$ cat src/rtl/fmd_pkg.sv
`timescale 1ns/1ps
package fmd_pkg;

  // action taken by the division stage when a finished frame arrives
  typedef enum logic [1:0] {
    LD_NONE,
    LD_BYPASS,
    LD_ZERO,
    LD_DIV
  } fmd_ld_e;

  function automatic int fmd_cnt_w(input int n);
    return $clog2(n + 1);
  endfunction

endpackage

$ cat src/rtl/fmd_accum.sv
`timescale 1ns/1ps
module fmd_accum #(
  parameter int DEG_W     = 8,
  parameter int CONS_W    = 8,
  parameter int MAX_RULES = 4,
  parameter int NUM_W     = 19,
  parameter int DEN_W     = 11
) (
  input  logic              clk_i,
  input  logic              rst_ni,
  input  logic              in_valid_i,
  input  logic              in_last_i,
  input  logic [DEG_W-1:0]  deg_i,
  input  logic [CONS_W-1:0] cons_i,
  input  logic              byp_i,
  output logic              tot_vld_o,
  output logic              tot_byp_o,
  output logic [NUM_W-1:0]  tot_num_o,
  output logic [DEN_W-1:0]  tot_den_o
);
  localparam int PROD_W = DEG_W + CONS_W;
  localparam int RC_W   = fmd_pkg::fmd_cnt_w(MAX_RULES);

  logic [PROD_W-1:0] prod;
  logic [NUM_W-1:0]  acc_num_q, base_num;
  logic [DEN_W-1:0]  acc_den_q, base_den;
  logic              fresh_q;
  logic [RC_W-1:0]   rule_cnt_q;

  assign prod     = PROD_W'(deg_i) * PROD_W'(cons_i);
  assign base_num = fresh_q ? '0 : acc_num_q;
  assign base_den = fresh_q ? '0 : acc_den_q;

  assign tot_num_o = base_num + NUM_W'(prod);
  assign tot_den_o = base_den + DEN_W'(deg_i);
  assign tot_vld_o = in_valid_i & in_last_i;
  assign tot_byp_o = byp_i;

  always_ff @(posedge clk_i or negedge rst_ni) begin
    if (!rst_ni) begin
      acc_num_q  <= '0;
      acc_den_q  <= '0;
      fresh_q    <= 1'b1;
      rule_cnt_q <= '0;
    end else if (in_valid_i) begin
      if (in_last_i) begin
        fresh_q    <= 1'b1;
        rule_cnt_q <= '0;
      end else begin
        acc_num_q  <= tot_num_o;
        acc_den_q  <= tot_den_o;
        fresh_q    <= 1'b0;
        rule_cnt_q <= rule_cnt_q + 1'b1;
      end
    end
  end


  frame_len_chk: assert property (@(posedge clk_i) disable iff (!rst_ni)
    in_valid_i |-> (rule_cnt_q < RC_W'(MAX_RULES)));

endmodule

$ cat src/rtl/fmd_serial_div.sv
`timescale 1ns/1ps
module fmd_serial_div #(
  parameter int NUM_W  = 19,
  parameter int DEN_W  = 11,
  parameter int CONS_W = 8,
  parameter int PROD_W = 16,
  parameter int OUT_W  = 8
) (
  input  logic             clk_i,
  input  logic             rst_ni,
  input  logic             ld_i,
  input  logic             byp_i,
  input  logic [NUM_W-1:0] num_i,
  input  logic [DEN_W-1:0] den_i,
  output logic             res_vld_o,
  output logic [OUT_W-1:0] res_o
);
  import fmd_pkg::*;

  localparam int R_W   = NUM_W + 2;
  localparam int CNT_W = fmd_cnt_w(OUT_W);
  localparam int BW    = NUM_W + OUT_W;

  fmd_ld_e                kind;
  logic signed [R_W-1:0]  rem_q, dsor_q, rem_nx, num_ext, dsor_ld, r_first;
  logic [OUT_W-1:0]       q_q, q_nx, byp_sat;
  logic [CNT_W-1:0]       cnt_q;
  logic                   busy_q;
  logic [BW-1:0]          byp_full;

  always_comb begin
    if (!ld_i)             kind = LD_NONE;
    else if (byp_i)        kind = LD_BYPASS;
    else if (den_i == '0)  kind = LD_ZERO;
    else                   kind = LD_DIV;
  end

  assign num_ext  = R_W'(num_i);
  assign dsor_ld  = R_W'({den_i, {CONS_W{1'b0}}});
  assign r_first  = (num_ext <<< 1) - dsor_ld;

  // non-restoring step: sign of partial remainder picks add or subtract
  assign rem_nx = rem_q[R_W-1] ? ((rem_q <<< 1) + dsor_q) : ((rem_q <<< 1) - dsor_q);
  assign q_nx   = OUT_W'({q_q, ~rem_nx[R_W-1]});

  assign byp_full = (BW'(num_i) << OUT_W) >> PROD_W;
  assign byp_sat  = (|byp_full[BW-1:OUT_W]) ? '1 : byp_full[OUT_W-1:0];

  always_ff @(posedge clk_i or negedge rst_ni) begin
    if (!rst_ni) begin
      rem_q     <= '0;
      dsor_q    <= '0;
      q_q       <= '0;
      cnt_q     <= '0;
      busy_q    <= 1'b0;
      res_vld_o <= 1'b0;
      res_o     <= '0;
    end else begin
      unique case (kind)
        LD_BYPASS: begin
          res_o     <= byp_sat;
          res_vld_o <= 1'b1;
          busy_q    <= 1'b0;
        end
        LD_ZERO: begin
          res_o     <= '0;
          res_vld_o <= 1'b1;
          busy_q    <= 1'b0;
        end
        LD_DIV: begin
          rem_q     <= r_first;
          dsor_q    <= dsor_ld;
          q_q       <= OUT_W'(~r_first[R_W-1]);
          cnt_q     <= CNT_W'(OUT_W - 1);
          busy_q    <= 1'b1;
          res_vld_o <= 1'b0;
        end
        default: begin
          if (busy_q) begin
            rem_q <= rem_nx;
            q_q   <= q_nx;
            cnt_q <= cnt_q - 1'b1;
            if (cnt_q == CNT_W'(1)) begin
              busy_q    <= 1'b0;
              res_o     <= q_nx;
              res_vld_o <= 1'b1;
            end else begin
              res_vld_o <= 1'b0;
            end
          end else begin
            res_vld_o <= 1'b0;
          end
        end
      endcase
    end
  end


  spacing_chk: assert property (@(posedge clk_i) disable iff (!rst_ni)
    ld_i |-> !busy_q);


  rem_bound_chk: assert property (@(posedge clk_i) disable iff (!rst_ni)
    busy_q |-> ((rem_q >= -dsor_q) && (rem_q < dsor_q)));


  zero_den_chk: assert property (@(posedge clk_i) disable iff (!rst_ni)
    (ld_i && !byp_i && (den_i == '0)) |=> (res_vld_o && (res_o == '0)));


  byp_lat_chk: assert property (@(posedge clk_i) disable iff (!rst_ni)
    (ld_i && byp_i) |=> res_vld_o);


  div_quiet_chk: assert property (@(posedge clk_i) disable iff (!rst_ni)
    (ld_i && !byp_i && (den_i != '0)) |=> !res_vld_o);


  hold_chk: assert property (@(posedge clk_i) disable iff (!rst_ni)
    !res_vld_o |-> $stable(res_o));

endmodule

$ cat src/rtl/fuzzy_mean_defuzz.sv
`timescale 1ns/1ps
module fuzzy_mean_defuzz #(
  parameter int DEG_W     = 8,
  parameter int CONS_W    = 8,
  parameter int OUT_W     = 8,
  parameter int MAX_RULES = 4
) (
  input  logic              clk_i,
  input  logic              rst_ni,
  input  logic              rule_vld_i,
  input  logic              rule_last_i,
  input  logic [DEG_W-1:0]  rule_deg_i,
  input  logic [CONS_W-1:0] rule_cons_i,
  input  logic              skip_div_i,
  output logic              crisp_vld_o,
  output logic [OUT_W-1:0]  crisp_o
);
  localparam int RC_W   = fmd_pkg::fmd_cnt_w(MAX_RULES);
  localparam int PROD_W = DEG_W + CONS_W;
  localparam int NUM_W  = PROD_W + RC_W;
  localparam int DEN_W  = DEG_W + RC_W;

  logic             tot_vld, tot_byp;
  logic [NUM_W-1:0] tot_num;
  logic [DEN_W-1:0] tot_den;

  fmd_accum #(
    .DEG_W(DEG_W), .CONS_W(CONS_W), .MAX_RULES(MAX_RULES),
    .NUM_W(NUM_W), .DEN_W(DEN_W)
  ) i_accum (
    .clk_i      (clk_i),
    .rst_ni     (rst_ni),
    .in_valid_i (rule_vld_i),
    .in_last_i  (rule_last_i),
    .deg_i      (rule_deg_i),
    .cons_i     (rule_cons_i),
    .byp_i      (skip_div_i),
    .tot_vld_o  (tot_vld),
    .tot_byp_o  (tot_byp),
    .tot_num_o  (tot_num),
    .tot_den_o  (tot_den)
  );

  fmd_serial_div #(
    .NUM_W(NUM_W), .DEN_W(DEN_W), .CONS_W(CONS_W),
    .PROD_W(PROD_W), .OUT_W(OUT_W)
  ) i_div (
    .clk_i     (clk_i),
    .rst_ni    (rst_ni),
    .ld_i      (tot_vld),
    .byp_i     (tot_byp),
    .num_i     (tot_num),
    .den_i     (tot_den),
    .res_vld_o (crisp_vld_o),
    .res_o     (crisp_o)
  );


  reset_out_chk: assert property (@(posedge clk_i)
    !rst_ni |=> (!crisp_vld_o && (crisp_o == '0)));

endmodule

$ cat config.mk
export PLATFORM = sky130hd
export DESIGN_NAME = fuzzy_mean_defuzz
export DESIGN_NICKNAME = d
export VERILOG_FILES = /design/src/rtl/fmd_pkg.sv /design/src/rtl/fmd_accum.sv /design/src/rtl/fmd_serial_div.sv /design/src/rtl/fuzzy_mean_defuzz.sv
export SDC_FILE = /design/constraint.sdc
export NUM_CORES = 1
export LEC_CHECK = 0
export BUFFER_PORTS_ARGS = -buffer_cell sky130_fd_sc_hd__clkbuf_2
export CORE_MARGIN = 5
export CORE_UTILIZATION = 40
export CTS_BUF_LIST = sky130_fd_sc_hd__clkbuf_4 sky130_fd_sc_hd__clkbuf_8
export CTS_CLUSTER_SIZE = 30
export DETAILED_ROUTE_END_ITERATION = 16
export GPL_TIMING_DRIVEN = 1
export PLACE_DENSITY = 0.53
export SLEW_MARGIN = 40
export SYNTH_ARGS = -nofsm -noshare
export SYNTH_HDL_FRONTEND = slang
export SYNTH_HIERARCHICAL = 1
export SYNTH_SLANG_ARGS = --single-unit
$ cat constraint.sdc
create_clock -name clk_i -period 6.5 [get_ports clk_i]
set_clock_uncertainty 0.2 [all_clocks]
set_input_delay 0 -clock clk_i [delete_from_list [all_inputs] [get_ports clk_i]]
set_output_delay 0 -clock clk_i [all_outputs]
set_load 0.02 [all_outputs]
==> results of run 1 <==
-- timing repair --
item / 4_1_cts / 5_1_grt
resized for setup: 0 / 1
setup endpoints to repair: 0 / 1
hold endpoints to repair: 96 / 0
hold buffers: 5 / 0
-- Yosys cell counts, types with 4 or more instances --
library cell  number
dfrtp_1           82
a21oi_1           51
a21o_1             9
xor2_1            19
ha_1              76
and2_1            46
nand2b_1          16
nor2b_1           26
nor2_1            49
fa_1              53
o21bai_1           5
clkbuf_1          18
nand3_1           16
and3_1             6
o21ai_0           51
o211ai_1          10
buf_2              8
a31oi_1           17
or3_1              5
a211oi_1           5
inv_1            110
o21a_1             4
buf_1              4
xnor2_1           22
nor4_1             4
nor3_1            12
mux2_2             9
nand2_1          158
-- worst paths after layout --
check                           cells after the start                        startpoint  slack [ns]                                 to
worst min-delay path                                3                            rst_ni       -0.01           i_div/q_q[5]$_DFFE_PN0P_
worst min register to register                      2  i_accum/acc_num_q[0]$_DFFE_PN0P_        0.28   i_accum/acc_num_q[0]$_DFFE_PN0P_
max in group asynchronous                           3                            rst_ni        5.61  i_accum/acc_num_q[15]$_DFFE_PN0P_
worst max register to register                     21       i_accum/fresh_q$_DFFE_PN1P_        0.47        i_div/rem_q[19]$_DFFE_PN0P_
worst max-delay path                               21       i_accum/fresh_q$_DFFE_PN1P_        0.47        i_div/rem_q[19]$_DFFE_PN0P_
min in group clk_i                                  4                     rule_deg_i[0]        0.08   i_accum/acc_den_q[0]$_DFFE_PN0P_
-- through the flow --
stage | setup WS (ns) | utilization [%]
4_1_cts | 0.4654 | 43.92
3_5_place_dp | 0.4851 | 42.39
6_report | 0.4738 | 43.92
3_3_place_gp | 0.5698 | 42.36
2_1_floorplan | 0.7792 | -
5_1_grt | 0.02233 | 43.92
-- cells by family after synthesis --
group	after synthesis	share of synthesized area, %
muxes	11	1.499
AOI/OAI and AO/OA	191	15.22
DFF	83	25.66
and+or+nand+nor	355	21.24
buffers and inverters	141	6.705
adders and majority gates	129	24.84
xor gates and xnor gates	43	4.835
-- flip-flops by register name, summed over array words and instances, names as in the netlist, 4 cells and up --
register and count:
i_accum/acc_den_q 11, i_accum/acc_num_q 19, i_div/cnt_q 4, i_div/dsor_q 11, i_div/q_q 7, i_div/rem_q 20
i_div/res_o 8
-- per-layer routing --
layer  wire, um  share of wire (%)
met5          0                  0
met4        218                1.1
met3        552                2.8
met2       8797                 45
met1       9834                 51
-- worst max-delay path, cell delays in order, from the launching register on --
cell	delay, ns
dfstp_2	0.59
nand2b_1	0.13
fa_1	0.40
inv_1	0.09
fa_1	0.43
fa_1	0.49
inv_1	0.05
fa_1	0.52
inv_1	0.04
ha_1	0.35
a21oi_1	0.28
a21boi_2	0.14
nor3b_1	0.33
o21ai_0	0.17
xor2_1	0.27
ha_1	0.34
a21oi_1	0.13
o21ai_0	0.11
or3_1	0.34
o2111a_1	0.24
a211oi_1	0.15
o21ai_0	0.10
-- final cells by class --
cell class	count	area, um2
fillers	2068	11270
multi-input cells	729	5487
flip-flops and latches	83	2078
inverters	110	412.9
well taps	270	337.8
repair buffers	42	256.5
clock buffers	10	137.6
clock inverters	6	120.1
==> impl_metrics.csv, run 1 <==
group,metric,value,unit
worst_setup_path,path_class,"register to register",
worst_setup_path,crit_arrival,6.08,ns
routing,wl_per_cell,15.52,um
routing,vias,6400,
clocking,clock_sinks,83,
timing,max_freq,165.9,MHz
worst_setup_path,crit_path_end_kind,"register",
layout,finalNonFillerCells,1250,
synthesis,avgSynthCellArea,8.498,um2
worst_setup_path,crit_path_start_kind,"register",
timing,fin_setup_tns,0,ns
layout,area_growth,9.022,%
synthesis,syn-num-nets,1103,
place,gp_congestion,0.7980,
grt,use_met1,24.93,%
layout,final_cell_mix,"nand2_1, inv_1, dfrtp_1",
routing,drt_wl_total,19400,um
place,dp_hpwl,15170,um
grt,grt_pass1_vias,6462,
routing,dr.pass1.iters,4,
timing,period_needed,6.026,ns
floorplanning,rows,52,
layout,layout-drive-gt1-share,8.878,%
timing,rsz0062_at_grt,"false",
grt,overflow,0,
clocking,cts_tree,"yes",
grt,grt_usage,17.34,%
synthesis,synthTopCellsByArea,"dfrtp_1, fa_1, ha_1, nand2_1, inv_1",
routing,ant_nets,0,
timing,whs,-0.01336,ns
floorplanning,dieWidth,152.3,um
grt,busiest_layer,"met2",
synthesis,async_reset_ff_share,100.0,%
timing,setup_viol,0,
clocking,clk_path_buf_depth,2,
layout,diodes,0,
clocking,cts_root_buf,"clkbuf_8",
synthesis,synth_cell_types,68,
synthesis,ys_warn_count,6,
place,dpl-instance-area,8522,um2
place,placed_cells,1229,
timing,drv_slew,0,
run_status,violations,"negative hold slack",
clocking,clk_latency,0.38,ns
flow_run,maxCapViolations,0,
timing,max-slew-margin-rel,47.48,%
floorplanning,initial_core_util,40.29,%
place,io_buffers,29,
layout,fin_area,8830,um2
routing,dr.first_iter.drc_count,382,
grt,grt_pass1_wl,33200,um
floorplanning,dieHeight,152.3,um
grt,grt_use_met3,3.266,%
synthesis,synth_edf_count,0,
floorplanning,core_area,20100,um2
floorplanning,die_area,23190,um2
synthesis,yosysTopAreaCell,"dfrtp_1",
grt,use_met2,27.54,%
timing,finalHoldViolations,19,
run_status,status,"finished with violations",
clocking,numCtsBuffers,9,
synthesis,synth-seq-cells,83,
routing,drc,0,
grt,grt_max_degree,65,
clocking,cts_setup_buffers,0,
timing,tightest_slew,0.7806,ns
floorplanning,pin_count,30,
clocking,cts.clk_slew.worst_paths,0.09,ns
synthesis,ys.flop_type,"dfrtp_1",
timing,fin_crit_sh,92.71,%
hold_path,worstHoldPathType,"primary input to async pin",
synthesis,netlist_instances,953,
synthesis,netlist.area_leader.share,25.34,%
worst_setup_path,cp.required,6.55,ns
synthesis,ys_seq_area_share,25.66,%
layout,final_nets,1125,
routing,vias_per_cell,5.120,
layout,final_common_cell,"nand2_1",
clocking,htree_levels,3,
grt,antenna_found_initial,0,
worst_setup_path,crit_fanout,8,
synthesis,syn-cell-area,8099,um2
Power of run 1 is not shown: default switching activity piles up to over one toggle a cycle in this logic, so the estimate is an artifact.
==> inputs of run 2 (changes only) <==
Settings changed: CORE_ASPECT_RATIO set to 0.8, SLEW_MARGIN 40 to 15.
==> impl_metrics.csv, run 2 (same netlist as run 1, synthesis figures left out) <==
group,metric,value,unit
run_status,status,"finished, final reports clean",
place,gp_congestion,0.8358,
clocking,clk_path_buf_depth,2,
worst_setup_path,r2r_start,"i_accum/fresh_q$_DFFE_PN1P_",
timing,drv_slew,0,
layout,reg.largest.list,"i_div/rem_q: 20 flops, i_accum/acc_num_q: 19 flops",
timing,period_needed,6.074,ns
grt,antenna_found_initial,0,
layout,final_common_cell,"nand2_1",
layout,multi_input_area,5489,um2
clocking,clk_latency,0.36,ns
hold_path,hold_path_end,"i_accum/acc_num_q[0]$_DFFE_PN0P_",
floorplanning,core_area,19860,um2
floorplanning,initial_core_util,40.79,%
floorplanning,rows,46,
layout,area_growth,9.084,%
worst_setup_path,r2r_cells,20,
place,dpl-instance-area,8517,um2
grt,grt_usage,18.11,%
layout,fin_area,8835,um2
place,io_buffers,29,
worst_setup_path,crit_path_end_kind,"register",
layout,final_cell_mix,"nand2_1, inv_1, dfrtp_1",
worst_setup_path,crit_fanout,8,
place,dp_hpwl,15590,um
floorplanning,pin_count,30,
timing,max_freq,164.6,MHz
clocking,numCtsBuffers,9,
clocking,clock_sinks,83,
layout,fill_cells,1995,
layout,diodes,0,
clocking,cts.clk_slew.worst_paths,0.08,ns
routing,dr.pass1.iters,5,
clocking,cts_tree,"yes",
routing,wl_met3,504,um
worst_setup_path,r2r_end,"i_div/rem_q[19]$_DFFE_PN0P_",
grt,grt_pass1_vias,6223,
worst_setup_path,path_class,"register to register",
clocking,htree_levels,3,
routing,vias_per_cell,5.114,
routing,ant_nets,0,
floorplanning,dieHeight,137.3,um
clocking,cts_setup_buffers,0,
routing,vias,6367,
hold_path,hold_start,"rule_cons_i[0]",
worst_setup_path,crit_path_start_kind,"register",
timing,tightest_slew,0.9177,ns
routing,top_layer_used,"met4",
layout,top_register,"i_div/rem_q",
timing,fin_crit_sh,93.45,%
routing,wl_per_cell,16.05,um
routing,drc,0,
routing,wl_met1,11020,um
worst_setup_path,r2r_slack,0.43,ns
grt,grt_pass1_wl,33440,um
layout,fin_util,44.49,%
timing,rsz0062_at_grt,"false",
routing,dr.first_iter.drc_count,334,
layout,layout-drive-gt1-share,8.869,%
grt,overflow,0,
timing,max-slew-margin-rel,38.82,%
worst_setup_path,cp.required,6.52,ns
grt,grt_max_degree,47,
timing,setup_viol,0,
floorplanning,dieWidth,169.1,um
clocking,cts_root_buf,"clkbuf_8",
worst_setup_path,crit_arrival,6.09,ns
routing,met2_wirelength,8350,um
hold_path,worstHoldPathCells,5,
layout,final_nets,1127,
timing,fin_setup_tns,0,ns
floorplanning,die_area,23210,um2
flow_run,maxCapViolations,0,
layout,largest_reg_flops,20,
layout,seq_area,2078,um2
hold_path,worstHoldPathType,"primary input to register",
timing,finalHoldViolations,0,
routing,drt_wl_total,19990,um
[run 2: metal layers]
metal	track usage (%)	vias up
li1	-	3224
met1	28.64	3051
met2	27.01	80
met3	2.352	12
met4	2.414	0
met5	0	-
[run 2: timing repair]
action,4_1_cts,5_1_grt
gates resized for setup,0,2
hold endpoints to repair,40,0
hold buffers,6,0
endpoints found under the setup margin,0,3
[run 2: how the worst max path moves through the flow]
stage,start,end,slack [ns],cells after the start
floorplan,i_accum/fresh_q$_DFFE_PN1P_,i_div/rem_q[19]$_DFFE_PN0P_,0.78,22
global placement,i_accum/fresh_q$_DFFE_PN1P_,i_div/rem_q[19]$_DFFE_PN0P_,0.47,19
detailed placement,i_accum/fresh_q$_DFFE_PN1P_,i_div/rem_q[19]$_DFFE_PN0P_,0.39,20
CTS,i_accum/fresh_q$_DFFE_PN1P_,i_div/rem_q[19]$_DFFE_PN0P_,0.36,20
global route,i_accum/fresh_q$_DFFE_PN1P_,i_div/rem_q[19]$_DFFE_PN0P_,0.04,21
finish,i_accum/fresh_q$_DFFE_PN1P_,i_div/rem_q[19]$_DFFE_PN0P_,0.43,20
[run 2: final cells by class]
type                    count  area share, %
clock buffers               9          1.402
multi-input cells         729          62.13
flip-flops and latches     83          23.52
clock inverters             6          1.303
repair buffers             44          3.229
well taps                 264          3.739
inverters                 110          4.674
[run 2: metrics by stage]
step / setup WS (ns) / hold slack [ns] / instances
after global placement: 0.4723 / -0.1750 / 1224
after detailed placement: 0.3892 / -0.1700 / 1224
final: 0.4260 / 0.08991 / 1245
after global routing: 0.04117 / 0.1040 / 1245
after CTS: 0.3560 / 0.07717 / 1245
after floorplan: 0.7792 / -0.4956 / 953
[run 2: critical path, stage by stage, from the launching register on]
cell and delay [ns]:
dfstp_2 0.61, nand2b_1 0.15, fa_1 0.41, inv_1 0.08
fa_1 0.43, fa_1 0.49, inv_1 0.05, fa_1 0.52
inv_1 0.04, ha_1 0.35, a21oi_1 0.26, a21boi_2 0.15
o31a_2 0.37, xnor2_2 0.28, ha_1 0.35, a21oi_2 0.22
o21ai_0 0.14, or3_1 0.34, o2111a_1 0.23, a211oi_1 0.16
o21ai_0 0.11
Power of run 2 is left out for the same reason.
